$ cat src/rtl/sbg_pkg.sv
package sbg_pkg;
    typedef enum logic [1:0] {
        ST_IDLE   = 2'd0,
        ST_OFFSET = 2'd1,
        ST_EMIT   = 2'd2
    } sbg_state_e;
endpackage

$ cat src/rtl/sbg_stride_norm.sv
// Widens a detected stride to at least one cache line, preserving sign.
module sbg_stride_norm #(
    parameter int ADDR_W   = 48,
    parameter int STRIDE_W = 24,
    parameter int LINE_W   = 4
) (
    input  logic signed [STRIDE_W-1:0] stride_i,
    input  logic        [LINE_W-1:0]   line_shift_i,
    output logic        [ADDR_W-1:0]   eff_o,
    output logic                       zero_o
);
    localparam int EXT_W = ADDR_W - STRIDE_W - 1;
    localparam int SX_W  = ADDR_W - STRIDE_W;

    logic                neg;
    logic [STRIDE_W:0]   wide;
    logic [STRIDE_W:0]   mag;
    logic [ADDR_W-1:0]   mag_ext;
    logic [ADDR_W-1:0]   line;
    logic [ADDR_W-1:0]   stride_sx;
    logic [ADDR_W-1:0]   eff_mag;

    always_comb begin
        neg       = stride_i[STRIDE_W-1];
        wide      = {stride_i[STRIDE_W-1], stride_i};
        mag       = neg ? (~wide + 1'b1) : wide;
        mag_ext   = {{EXT_W{1'b0}}, mag};
        line      = {{(ADDR_W-1){1'b0}}, 1'b1} << line_shift_i;
        stride_sx = {{SX_W{stride_i[STRIDE_W-1]}}, stride_i};
        zero_o    = (stride_i == '0);
        if (mag_ext < line) begin
            eff_o = neg ? (~line + 1'b1) : line;
        end else begin
            eff_o = stride_sx;
        end
        eff_mag = eff_o[ADDR_W-1] ? (~eff_o + 1'b1) : eff_o;
    end

    always_comb begin
        if (!zero_o) begin
            AST_SIGN_KEPT: assert (eff_o[ADDR_W-1] == neg);
            AST_AT_LEAST_LINE: assert (eff_mag >= line);
        end
    end
endmodule

$ cat src/rtl/sbg_addr_path.sv
// Running-address datapath: shift-and-add offset, then repeated stride add.
module sbg_addr_path #(
    parameter int ADDR_W = 48,
    parameter int DIST_W = 6
) (
    input  logic              clk,
    input  logic              rst_n,
    input  logic              load_i,
    input  logic [ADDR_W-1:0] base_i,
    input  logic [ADDR_W-1:0] stride_i,
    input  logic [DIST_W-1:0] dist_i,
    input  logic              off_step_i,
    input  logic              adv_i,
    output logic [ADDR_W-1:0] run_o,
    output logic [ADDR_W-1:0] stride_o,
    output logic              dist_done_o
);
    logic [ADDR_W-1:0] run_q;
    logic [ADDR_W-1:0] stride_q;
    logic [ADDR_W-1:0] step_q;
    logic [DIST_W-1:0] dist_q;

    always_ff @(posedge clk or negedge rst_n) begin
        if (!rst_n) begin
            run_q    <= '0;
            stride_q <= '0;
            step_q   <= '0;
            dist_q   <= '0;
        end else if (load_i) begin
            run_q    <= base_i;
            stride_q <= stride_i;
            step_q   <= stride_i;
            dist_q   <= dist_i;
        end else if (off_step_i) begin
            if (dist_q[0]) begin
                run_q <= run_q + step_q;
            end
            step_q <= step_q << 1;
            dist_q <= dist_q >> 1;
        end else if (adv_i) begin
            run_q <= run_q + stride_q;
        end
    end

    assign run_o       = run_q;
    assign stride_o    = stride_q;
    assign dist_done_o = (dist_q == '0);

    AST_OFFSET_SHRINKS: assert property (@(posedge clk) disable iff (!rst_n)
        off_step_i && !load_i |=> dist_q < $past(dist_q));
endmodule

$ cat src/rtl/stride_burst_gen.sv
module stride_burst_gen
    import sbg_pkg::*;
#(
    parameter int ADDR_W   = 48,
    parameter int STRIDE_W = 24,
    parameter int DEG_W    = 4,
    parameter int DIST_W   = 6,
    parameter int LINE_W   = 4
) (
    input  logic                       clk,
    input  logic                       rst_n,
    input  logic                       trig_valid,
    output logic                       trig_ready,
    input  logic        [ADDR_W-1:0]   trig_base,
    input  logic signed [STRIDE_W-1:0] trig_stride,
    input  logic        [DEG_W-1:0]    cfg_degree,
    input  logic        [DIST_W-1:0]   cfg_distance,
    input  logic        [LINE_W-1:0]   cfg_line_shift,
    output logic                       pf_valid,
    input  logic                       pf_ready,
    output logic        [ADDR_W-1:0]   pf_addr,
    output logic                       pf_last
);
    localparam logic [DEG_W-1:0] ONE_LEFT = {{(DEG_W-1){1'b0}}, 1'b1};

    sbg_state_e        state_q, state_d;
    logic [DEG_W-1:0]  remain_q;
    logic [ADDR_W-1:0] eff_stride;
    logic              stride_zero;
    logic              accept, empty_trig;
    logic              load, off_step, adv;
    logic [ADDR_W-1:0] run_addr, held_stride;
    logic              dist_done;

    sbg_stride_norm #(
        .ADDR_W(ADDR_W), .STRIDE_W(STRIDE_W), .LINE_W(LINE_W)
    ) u_norm (
        .stride_i     (trig_stride),
        .line_shift_i (cfg_line_shift),
        .eff_o        (eff_stride),
        .zero_o       (stride_zero)
    );

    sbg_addr_path #(
        .ADDR_W(ADDR_W), .DIST_W(DIST_W)
    ) u_path (
        .clk         (clk),
        .rst_n       (rst_n),
        .load_i      (load),
        .base_i      (trig_base),
        .stride_i    (eff_stride),
        .dist_i      (cfg_distance),
        .off_step_i  (off_step),
        .adv_i       (adv),
        .run_o       (run_addr),
        .stride_o    (held_stride),
        .dist_done_o (dist_done)
    );

    // State register
    always_ff @(posedge clk or negedge rst_n) begin
        if (!rst_n) begin
            state_q <= ST_IDLE;
        end else begin
            state_q <= state_d;
        end
    end

    // Remaining-address counter
    always_ff @(posedge clk or negedge rst_n) begin
        if (!rst_n) begin
            remain_q <= '0;
        end else if (load) begin
            remain_q <= cfg_degree;
        end else if (state_q == ST_EMIT && pf_ready && !pf_last) begin
            remain_q <= remain_q - 1'b1;
        end
    end

    // Outputs and datapath controls
    always_comb begin
        trig_ready = 1'b0;
        pf_valid   = 1'b0;
        pf_last    = 1'b0;
        load       = 1'b0;
        off_step   = 1'b0;
        adv        = 1'b0;
        accept     = 1'b0;
        empty_trig = stride_zero || (cfg_degree == '0);
        unique case (state_q)
            ST_IDLE: begin
                trig_ready = 1'b1;
                accept     = trig_valid;
                load       = trig_valid && !empty_trig;
            end
            ST_OFFSET: begin
                off_step = !dist_done;
                adv      = dist_done;
            end
            ST_EMIT: begin
                pf_valid = 1'b1;
                pf_last  = (remain_q == ONE_LEFT);
                adv      = pf_ready && !pf_last;
            end
            default: begin
                trig_ready = 1'b0;
            end
        endcase
    end

    assign pf_addr = run_addr;

    // Next state
    always_comb begin
        state_d = state_q;
        unique case (state_q)
            ST_IDLE: begin
                if (accept && !empty_trig) state_d = ST_OFFSET;
            end
            ST_OFFSET: begin
                if (dist_done) state_d = ST_EMIT;
            end
            ST_EMIT: begin
                if (pf_ready && pf_last) state_d = ST_IDLE;
            end
            default: state_d = ST_IDLE;
        endcase
    end

    AST_READY_ONLY_IDLE: assert property (@(posedge clk) disable iff (!rst_n)
        pf_valid |-> !trig_ready);
    AST_BUSY_AFTER_ACCEPT: assert property (@(posedge clk) disable iff (!rst_n)
        trig_valid && trig_ready && !empty_trig |=> !trig_ready);
    AST_HOLD_OUT: assert property (@(posedge clk) disable iff (!rst_n)
        pf_valid && !pf_ready |=> pf_valid && $stable(pf_addr) && $stable(pf_last));
    AST_STRIDE_STEP: assert property (@(posedge clk) disable iff (!rst_n)
        pf_valid && pf_ready && !pf_last |=> pf_valid && (pf_addr == $past(pf_addr) + held_stride));
    AST_LAST_RETURNS: assert property (@(posedge clk) disable iff (!rst_n)
        pf_valid && pf_ready && pf_last |=> trig_ready && !pf_valid);
    AST_EMPTY_CONSUMED: assert property (@(posedge clk) disable iff (!rst_n)
        trig_valid && trig_ready && empty_trig |=> trig_ready && !pf_valid);
    AST_REMAIN_NONZERO: assert property (@(posedge clk) disable iff (!rst_n)
        pf_valid |-> remain_q != '0);
endmodule

$ cat config.mk
export PLATFORM = sky130hd
export DESIGN_NAME = stride_burst_gen
export DESIGN_NICKNAME = d
export VERILOG_FILES = /design/src/rtl/sbg_pkg.sv /design/src/rtl/sbg_stride_norm.sv /design/src/rtl/sbg_addr_path.sv /design/src/rtl/stride_burst_gen.sv
export SDC_FILE = /design/constraint.sdc
export NUM_CORES = 1
export LEC_CHECK = 0
export BUFFER_PORTS_ARGS = -buffer_cell sky130_fd_sc_hd__buf_2
export CORE_MARGIN = 5
export CORE_UTILIZATION = 60
export CTS_BUF_LIST = sky130_fd_sc_hd__clkbuf_16
export CTS_CLUSTER_DIAMETER = 100
export DETAILED_ROUTE_END_ITERATION = 7
export PLACE_DENSITY = 0.82
export SKIP_CTS_REPAIR_TIMING = 1
export SYNTH_ARGS = -nofsm -noshare
export SYNTH_HDL_FRONTEND = slang
export SYNTH_SLANG_ARGS = --single-unit
$ cat constraint.sdc
create_clock -name clk -period 5.55 [get_ports clk]
set_clock_uncertainty 0.1 [all_clocks]
set_input_delay 0.2775 -clock clk [delete_from_list [all_inputs] [get_ports clk]]
set_output_delay 0.2775 -clock clk [all_outputs]
set_load 0.1 [all_outputs]
# Yosys cells after proc, flatten, opt, wreduce, memory -nomap -nowiden
# Cells that the tools add are included.
# Widths: inputs -> output; s select.
[classes]
add_sub_neg = 5
n_mul = 0
n_div = 0
magnitude_cmp = 1
eq_ne = 7
shift = 1
n_mux = 24
bitwise = 2
n_reduce_logical = 20
[op_table]
columns = ["cell", "count"]
rows = [
  ["$mux 48", 8],
  ["$add 48x48->48", 2],
  ["$add 48x1->48 const B", 1],
  ["$lt 25x48->1", 1],
  ["$not 48->48", 1],
  ["$shl 1x4->48 const A", 1],
  ["$add 25x1->25 const B", 1],
  ["$mux 25", 1],
  ["$not 25->25", 1],
  ["$logic_not 24->1", 1],
  ["$mux 6", 2],
  ["$mux 4", 2],
  ["$logic_and 1x1->1", 6],
  ["$logic_not 6->1", 1],
  ["$mux 1", 6],
  ["$mux 2", 3],
  ["$pmux 2 s3", 1],
  ["$eq 4x1->1 const B", 1],
  ["$logic_not 1->1", 4],
  ["$logic_not 4->1", 1],
  ["$ne 2x2->1 const B", 2],
  ["$reduce_bool 2->1", 2],
  ["$sub 4x1->4 const B", 1],
  ["$ne 3x2->1 const B", 1],
  ["9 further kinds", 9],
]
[word_totals]
ff_bits = 156
latch_bits = 0
ram_bits = 0
mem_bits_ro = 0
in_bits = 90
output_inout_bits = 51
mem_count = 0

# Logic depth before layout (Yosys ltp)
# Gate-level depths: netlist (run 1).
[logic_depth]
ltp_word = 7
ltp_mapped = 21
depth_no_buf = 17

# Modules after synthesis
# Synthesis (run 1) repeated with hierarchy kept, for this count alone.
[hier_totals]
hier_cells = 1429
hier_area_um2 = 11792.6
[by_module_without_submodules]
columns = ["module", "n_inst", "cells_each", "area_per_inst_um2"]
rows = [
  ["sbg_addr_path", 1, 1117, 9591.7],
  ["sbg_stride_norm", 1, 264, 1737.9],
  ["stride_burst_gen", 1, 48, 462.9],
]

# Worst setup path after synthesis (run 1)
# Ideal clock, no wire load.
[synth_timing]
path_type = "reg-to-reg"
from = "reg state_q[1]"
to = "reg u_path.run_q[45], in the netlist u_path.run_o[45]"
arrival_time_ns = 4.414
slack_ns = 0.897
stages_incl_launch_ff = 22
cell_sequence = "dfrtp_1 > inv_1 > ha_1 > clkbuf_1 > inv_1 > a21oi_1 > clkbuf_1 > clkbuf_1 > clkbuf_1 > nand2_1 > nand2_1 > ha_1 > clkbuf_1 > a21oi_1 > o21a_1 > nor2_1 > a2111oi_0 > and4b_1 > o21ai_0 > and2_1 > a2111oi_0 > a311oi_1"
[synth_via]
elab_chain_cells = 4
word_cells_on_any_way = 11
[synth_rtl]
columns = ["element", "line_no", "source"]
rows = [
  ["from (decl)", "stride_burst_gen.sv:26", "sbg_state_e state_q, state_d;"],
  ["from (signal assigned)", "stride_burst_gen.sv:65", "state_q <= state_d;"],
  ["$eq 2x2->1 (tied with other cells)", "stride_burst_gen.sv:90", "unique case (state_q)"],
  ["$pmux 1 s2 / $mux 1 (equally long branches)", "stride_burst_gen.sv:90", ""],
  ["$reduce_bool 3->1 (no line) (tied with other cells)", "n/a", ""],
  ["$reduce_and 2->1 (no line) / $mux 48 (equally long branches)", "n/a", ""],
  ["to (signal assigned)", "sbg_addr_path.sv:30", "run_q <= base_i;"],
  ["to (signal assigned)", "sbg_addr_path.sv:36", "run_q <= run_q + step_q;"],
  ["to (signal assigned)", "sbg_addr_path.sv:41", "run_q <= run_q + stride_q;"],
  ["to (decl)", "sbg_addr_path.sv:18", "logic [ADDR_W-1:0] run_q;"],
]
# Several ways; a longest one is shown, not always the timed one.
# A chain may end at the register's enable or synchronous reset.

# Worst setup path after layout (run 1)
[layout_timing]
from = "reg state_q[1]"
to = "reg u_path.run_q[46], in the netlist u_path.run_o[46]"
# Same word-level chain as after synthesis.

==> impl_metrics.yaml, run 1 <==
hold_path:
  hold_class: "in2reg"
  hold_end: "u_path.run_o[7]"
  hold-path-cell-count: 3
  hp-start: "trig_base[7]"
flow_run:
  drv_cap: 0
finish:
  final-seq-area_mm2: 0.003654
  fillers: 1484
  syn2layout_area_growth_pct: 14.03
  diodes: 0
  nets: 1648
  drive_above_1_share_pct: 14.51
  multi_input_area_mm2: 0.006771
floorplanning:
  io_pins: 141
  initial_utilization_pct: 60.58
  design.core.area_mm2: 0.01784
  die_y_um: 144.2
  fp-row-count: 49
  dieWidth_um: 144.2
  die_area_mm2: 0.02080
critical_path:
  worstPathMaxFanout: 23
  critPathRequiredTime_ps: 5760
  worst-r2r-cell-count: 16
  cpMostUsedCell: "nand2_1"
  r2r_setup_slack_ps: 770
  timing.rr.end: "u_path.run_o[46]"
  crit_path_start_kind: "flop"
  slowest_delay_ps: 460
  cp_top_family: "simple AND/OR/NAND/NOR gates"
  cp.buffers_inverters: 2
  crit_type: "reg2reg"
  critPathCaptureType: "flop"
  crit_chain: "inv_1 -> ha_1 -> nand2_2 -> buf_4 -> nand2_1 -> nand2_1 -> ha_1 -> nand2_1 -> nor3_1 -> nand3_1 -> a31oi_1 -> o21ai_0 -> a22o_1 -> o21ai_0 -> mux2i_1 -> nor2_1"
  cp_data_arrival_time_ps: 4990
  cpMaxStageDelayCell: "ha_1"
  r2r-start: "state_q[1]"
logic_synthesis:
  ys_top_cells_by_count: "nand2_1, dfrtp_1, a21oi_1, o21ai_0, nor2_1"
  syn-instance-count: 1385
  syn-num-nets: 1550
  synth_ff_type: "dfrtp_1"
  yosys.cell_types.count: 74
  synthesis.area_mm2: 0.01081
  ys_ff_latch: 146
  synth_top_area_share_pct: 33.80
  synth-edff-count: 0
  synthArstFlopShare_pct: 100.0
  ys_seq_area_share_pct: 33.80
  yosysWarnings: 0
  synth_most_common_cell: "nand2_1"
  synth_area_leaders: "dfrtp_1, nand2_1, ha_1"
  synth.avg_cell_area_um2: 7.804
  synth_top_area_cell: "dfrtp_1"
clock_tree:
  clk_pin_slew_ps: 70
  clock_sinks: 146
  root_buffer: "clkbuf_16"
  cts_buffer_depth: 2
  clock_latency_ps: 430
  htreeDepth: 4
  tritoncts: "yes"
  cts_buffers: 17
detailed_routing:
  num_vias: 10850
  via_per_inst: 6.289
  drt_wl_total_um: 32650
  post-route-drc-count: 0
  wl_per_cell_um: 18.93
  drt_iter0_drc: 1083
  first_pass_iters: 6
  ant_nets: 0
timing:
  min_period_ps: 4778
  setup_viol: 0
  grt_setup_unrepaired: "no"
  timing.fmax_mhz: 209.3
  fin_crit_sh_pct: 86.08
  hold-worst-slack_ps: -38.53
  maxSlewHeadroom_pct: 35.16
  finalMaxSlewViolations: 0
  tns_ps: 0
  finalHoldViolCount: 4
  tightest_slew_ps: 971.5
grt:
  grt_max_degree: 99
  grt_first_pass_wirelength_um: 50920
  grt_pass1_vias: 9824
  grt_usage_pct: 31.02
  antenna_found_initial: 0
  overflow: 0
placed_design:
  io_buffers: 140
  place_hpwl_um: 23970
  place_congestion: 0.9823
outcome:
  status: "finished, violations left"
  failed_checks: "negative hold slack"
sequential cells by signal, summed over array words and instances (netlist names):
name             cells
u_path.dist_q        6
u_path.stride_o     38
state_q              2
u_path.step_q       48
remain_q             4
u_path.run_o        48
metrics by stage:
stage          instance area (um2)  util (%)  hold WS [ps]  worst slack, ps  instances
5_1_grt                      12320     69.08        -28.79            465.4       1725
3_3_place_gp                 11640     65.22         335.9            972.5       1688
3_5_place_dp                 11640     65.22         339.0            895.9       1688
6_report                     12320     69.08        -38.53            772.4       1725
2_1_floorplan                10810         -        -118.1            896.8       1385
4_1_cts                      12270     68.80        -115.9            861.8       1720
worst max-delay path by stage:
stage                           startpoint          endpoint  slack [ps]  depth (start not counted)
after detailed placement  u_path.dist_q[5]  u_path.run_o[45]         900                         17
after CTS                 u_path.dist_q[5]  u_path.run_o[45]         860                         17
after global placement    u_path.dist_q[5]  u_path.run_o[45]         970                         17
after global routing            state_q[1]  u_path.run_o[46]         470                         16
final                           state_q[1]  u_path.run_o[46]         770                         16
after floorplan                 state_q[1]  u_path.run_o[45]         900                         21
logic make-up after synthesis:
logic type	Yosys count	synth area share, %
AOI/OAI and AO/OA	396	22.33
xor gates and xnor gates	51	4.133
adders and majority gates	75	8.752
buffers and inverters	105	3.809
DFF	146	33.80
muxes	41	3.878
and+or+nand+nor	571	23.29
worst min-delay path, stage by stage:
cell	delay, ps
buf_2	80
nand2_1	40
o21ai_0	60
cell type report:
cell class                      count  share of cell area (%)
Multi-Input combinational cell   1134                   54.94
Tap cell                          229                   2.325
Clock buffer                       17                   3.452
Sequential cell                   146                   29.64
Clock inverter                     15                   1.726
Inverter                           20                  0.6091
Timing Repair Buffer              164                   7.300
cell usage in the layout (no fill, tap or decap), drive strengths merged, types with 12 or more instances in the layout:
cell      n
nor3     25
nand4    15
mux2i    37
a31oi    21
dfrtp   146
o21ai   100
or3      12
nor2b    12
clkbuf   17
o22ai    33
and3     20
nand3    36
nand2   320
xnor2    38
ha       74
a21oi   130
a21boi   13
buf     159
inv      28
nor2     89
a21o     23
xor2     13
routing by layer:
layer  part of all wire [%]  global-route usage [%]  wire length, um
met1                     45                   46.96            14790
met2                     43                   45.27            14140
met3                    9.6                   6.713             3142
met4                    1.8                   7.953              583
met5                      0                       0                0
Power of run 1 is left out: the tool's default activity adds up to more than one toggle a clock period on the data nets, which glitch-free logic cannot reach.
==> run 2, diff against run 1 <==
--- a/config.mk
+++ b/config.mk
@@ -6,12 +6,14 @@
 export NUM_CORES = 1
 export LEC_CHECK = 0
 export BUFFER_PORTS_ARGS = -buffer_cell sky130_fd_sc_hd__buf_2
+export CELL_PAD_IN_SITES_DETAIL_PLACEMENT = 1
+export CELL_PAD_IN_SITES_GLOBAL_PLACEMENT = 1
 export CORE_MARGIN = 5
-export CORE_UTILIZATION = 60
+export CORE_UTILIZATION = 44
 export CTS_BUF_LIST = sky130_fd_sc_hd__clkbuf_16
 export CTS_CLUSTER_DIAMETER = 100
 export DETAILED_ROUTE_END_ITERATION = 7
-export PLACE_DENSITY = 0.82
+export PLACE_DENSITY_LB_ADDON = 0.1
 export SKIP_CTS_REPAIR_TIMING = 1
 export SYNTH_ARGS = -nofsm -noshare
 export SYNTH_HDL_FRONTEND = slang
==> run 2 against run 1 <==
Compared with the run above: the flow still finishes with violations (negative hold slack); sequential share of layout area is 0.31 points lower; worst hold slack better by 21 ps; utilization is 18 points lower; worst setup slack worse by 260 ps; non-clock buffer count is 1 higher; maximum frequency is 5.2% lower; routed wire length is 17% higher; via count is 1.2% lower; die area is 34% higher; largest cell class unchanged.
==> impl_metrics.yaml, run 2 (same netlist as run 1, synthesis figures left out) <==
critical_path:
  cpMaxStageDelayCell: "a221oi_1"
  slowest_delay_ps: 540
  cp_top_family: "compound AO/OA/AOI/OAI gates"
  crit_path_start_kind: "flop"
  critPathCaptureType: "flop"
  cp.buffers_inverters: 3
  worstPathMaxFanout: 52
  crit_type: "reg2reg"
  crit_chain: "inv_1 -> ha_1 -> inv_1 -> a21oi_4 -> buf_12 -> nand2_1 -> nand2_1 -> ha_1 -> a21o_1 -> a221oi_1 -> or3_1 -> nand2_1 -> a31o_2 -> a21boi_0 -> o21ai_0 -> mux2i_1 -> nor2_1"
  cpMostUsedCell: "nand2_1"
  critPathRequiredTime_ps: 5770
  cp_data_arrival_time_ps: 5260
  r2r_setup_slack_ps: 510
timing:
  grt_setup_unrepaired: "no"
  tightest_slew_ps: 944.0
  finalHoldViolCount: 3
  setup_viol: 0
  maxSlewHeadroom_pct: 36.83
  hold-worst-slack_ps: -17.93
  min_period_ps: 5038
  finalMaxSlewViolations: 0
  fin_crit_sh_pct: 90.77
  tns_ps: 0
  timing.fmax_mhz: 198.5
clock_tree:
  tritoncts: "yes"
  cts_buffers: 17
  clk_pin_slew_ps: 70
  root_buffer: "clkbuf_16"
  htreeDepth: 4
  clock_latency_ps: 440
  cts_buffer_depth: 2
  clock_sinks: 146
placed_design:
  numPlacedInstances: 1782
  place_hpwl_um: 28660
  io_buffers: 140
  place_congestion: 0.9539
  dpl_cell_area_mm2: 0.01180
floorplanning:
  io_pins: 141
  design.core.area_mm2: 0.02425
  fp-row-count: 57
  die_area_mm2: 0.02780
  die_y_um: 166.7
  initial_utilization_pct: 44.57
  dieWidth_um: 166.7
finish:
  nets: 1649
  layout_commonest_cell: "nand2_1"
  drive_above_1_share_pct: 14.36
  syn2layout_area_growth_pct: 15.25
  most-common-layout-cells: "nand2_1, dfrtp_1, buf_2"
  stdcell_count: 1821
  final_cell_area_mm2: 0.01246
  diodes: 0
outcome:
  failed_checks: "negative hold slack"
  status: "finished, violations left"
flow_run:
  drv_cap: 0
detailed_routing:
  wl_per_cell_um: 21.01
  drt_wl_total_um: 38270
  first_pass_iters: 5
  num_vias: 10720
  post-route-drc-count: 0
  via_per_inst: 5.887
  drt_iter0_drc: 811
  ant_nets: 0
hold_path:
  hold_class: "in2reg"
grt:
  grt_usage_pct: 27.14
  antenna_found_initial: 0
  overflow: 0
  grt_pass1_vias: 10980
  grt_max_degree: 133
  grt_first_pass_wirelength_um: 61120
## run 2: cell type report
cell class / count / area (um2)
fill: 3082 / 11790
multi-input combinational: 1134 / 6771
sequential: 146 / 3654
timing repair buffer: 165 / 962.2
clock buffer: 17 / 425.4
tap: 324 / 405.4
clock inverter: 15 / 162.7
inverter: 20 / 75.07
## run 2: worst paths after layout
| check | start | to | cells after the start |
|---|---|---|---|
| worst max register to register | state_q[1] | u_path.run_o[32] | 17 |
| worst min-delay path | cfg_degree[2] | remain_q[2] | 3 |
| worst max-delay path | state_q[1] | u_path.run_o[32] | 17 |
| worst min register to register | u_path.stride_o[36] | u_path.stride_o[36] | 2 |
| min in group asynchronous | rst_n | u_path.run_o[12] | 2 |
| max in group asynchronous | rst_n | u_path.stride_o[4] | 3 |
## run 2: through the flow
step	setup WS (ps)	util (%)	hold WS (ps)
after global placement	718.4	48.65	330.1
after floorplan	896.8	-	-118.1
after CTS	536.2	51.08	-133.4
final	512.0	51.37	-17.93
after global routing	190.7	51.37	6.360
after detailed placement	647.1	48.65	332.4
## run 2: routing by layer
metal | part of all wire, % | track usage (%)
met1 | 49 | 40.46
met2 | 45 | 42.26
met3 | 4.6 | 3.603
met4 | 1.5 | 5.941
met5 | 0 | 0
## run 2: tightest hold or removal path, cell delays in order
cell	delay, ps
buf_2	100
nand2_1	40
o21ai_0	60
Power of run 2 is left out for the same reason.
==> run 3, diff against run 2 <==
--- a/config.mk
+++ b/config.mk
@@ -11,7 +11,7 @@
 export CORE_MARGIN = 5
 export CORE_UTILIZATION = 44
 export CTS_BUF_LIST = sky130_fd_sc_hd__clkbuf_16
-export CTS_CLUSTER_DIAMETER = 100
+export CTS_CLUSTER_DIAMETER = 60
 export DETAILED_ROUTE_END_ITERATION = 7
 export PLACE_DENSITY_LB_ADDON = 0.1
 export SKIP_CTS_REPAIR_TIMING = 1
==> constraint.sdc (replaced) <==
create_clock -name clk -period 5.2 [get_ports clk]
set_clock_uncertainty 0.1 [all_clocks]
set_input_delay 0.26 -clock clk [delete_from_list [all_inputs] [get_ports clk]]
set_output_delay 0.26 -clock clk [all_outputs]
set_load 0.1 [all_outputs]
==> run 3 against run 2 <==
Compared with the run above: routed wire length is 0.17% lower; the flow still finishes with violations (negative hold slack); first-iteration DRC count is 9.2% lower; sequential cell count stayed put; worst hold slack better by 5.6 ps.
==> impl_metrics.yaml, run 3 (same netlist as run 1, synthesis figures left out) <==
outcome:
  status: "finished, violations left"
  failed_checks: "negative hold slack"
clock_tree:
  cts_buffer_depth: 2
  cts_buffers: 17
  clock_sinks: 146
  clk_pin_slew_ps: 70
  root_buffer: "clkbuf_16"
  htreeDepth: 4
  clock_latency_ps: 440
  tritoncts: "yes"
critical_path:
  slowest_delay_ps: 490
  critPathRequiredTime_ps: 5430
  cp_top_family: "compound AO/OA/AOI/OAI gates"
  critPathCaptureType: "flop"
  cp.buffers_inverters: 3
  crit_chain: "inv_1 -> ha_1 -> inv_1 -> a21oi_4 -> buf_12 -> nand2_1 -> nand2_1 -> ha_1 -> a21oi_1 -> o22ai_1 -> a211oi_1 -> nand2_1 -> a31o_2 -> a21boi_1 -> o21ai_0 -> mux2i_1 -> nor2_1"
  worstPathMaxFanout: 49
  crit_path_start_kind: "flop"
  crit_type: "reg2reg"
  cp_data_arrival_time_ps: 5040
  cpMaxStageDelayCell: "a211oi_1"
  cpMostUsedCell: "nand2_1"
detailed_routing:
  drt_wl_total_um: 38200
  drt_iter0_drc: 736
  first_pass_iters: 5
  wl_per_cell_um: 20.85
  num_vias: 10820
  post-route-drc-count: 0
  ant_nets: 0
  via_per_inst: 5.904
floorplanning:
  design.core.area_mm2: 0.02425
  io_pins: 141
  die_area_mm2: 0.02780
  fp-row-count: 57
  initial_utilization_pct: 44.57
  die_y_um: 166.7
  dieWidth_um: 166.7
grt:
  antenna_found_initial: 0
  grt_usage_pct: 26.86
  overflow: 0
  grt_first_pass_wirelength_um: 60980
  grt_max_degree: 97
  grt_pass1_vias: 10900
timing:
  grt_setup_unrepaired: "no"
  maxSlewHeadroom_pct: 37.88
  setup_viol: 0
  finalHoldViolCount: 5
  min_period_ps: 4809
  timing.fmax_mhz: 207.9
  finalMaxSlewViolations: 0
  fin_crit_sh_pct: 92.49
  tightest_slew_ps: 931.7
  hold-worst-slack_ps: -12.35
  tns_ps: 0
placed_design:
  place_hpwl_um: 28720
  io_buffers: 140
  place_congestion: 0.9291
finish:
  drive_above_1_share_pct: 14.52
  diodes: 0
  nets: 1660
  most-common-layout-cells: "nand2_1, dfrtp_1, buf_2"
  syn2layout_area_growth_pct: 15.80
  layout_commonest_cell: "nand2_1"
hold_path:
  hold_class: "in2reg"
flow_run:
  drv_cap: 0
-- run 3: path summary, 6_finish.rpt --
check | from | endpoint | slack, ps | cells after the start
worst max-delay path | state_q[1] | u_path.run_o[32] | 390 | 17
worst min-delay path | trig_base[30] | u_path.run_o[30] | -10 | 3
worst max register to register | state_q[1] | u_path.run_o[32] | 390 | 17
worst min register to register | u_path.stride_o[40] | u_path.stride_o[40] | 380 | 2
max in group asynchronous | rst_n | u_path.step_q[19] | 3330 | 3
min in group asynchronous | rst_n | u_path.run_o[11] | 420 | 2
-- run 3: worst reg2reg max path, delay by kind of cell, from the launching register on --
| kind | cells | cell delay [ps] |
|---|---|---|
| AOI/OAI and AO/OA | 7 | 2140 |
| adders and majority gates | 2 | 750 |
| buffers and inverters | 3 | 590 |
| and+or+nand+nor | 4 | 540 |
| DFF | 1 | 390 |
| muxes | 1 | 180 |
-- run 3: routing by layer --
layer | share of wire, % | global-route usage [%]
met1 | 49 | 40.15
met2 | 45 | 41.57
met3 | 4.2 | 3.508
met4 | 1.8 | 6.190
met5 | 0 | 0
-- run 3: layout make-up --
type / instances / area [um2]
Clock buffer: 17 / 425.4
Inverter: 20 / 75.07
Sequential cell: 146 / 3654
Clock inverter: 15 / 150.1
Fill cell: 3057 / 11730
Multi-Input combinational cell: 1134 / 6771
Tap cell: 324 / 405.4
Timing Repair Buffer: 176 / 1035
-- run 3: per-stage QoR --
step                      instance area (um2)  setup WS (ps)  std cells  hold slack [ps]  utilization, %
final                                   12520          390.6       1832           -12.35           51.62
after global routing                    12520          58.47       1832            4.203           51.62
after CTS                               12390          300.2       1819           -131.0           51.08
after detailed placement                11810          315.8       1787            337.4           48.70
after global placement                  11810          559.9       1787            333.8           48.70
after floorplan                         10810          546.8       1385           -135.6               -
Power of run 3 is left out for the same reason.
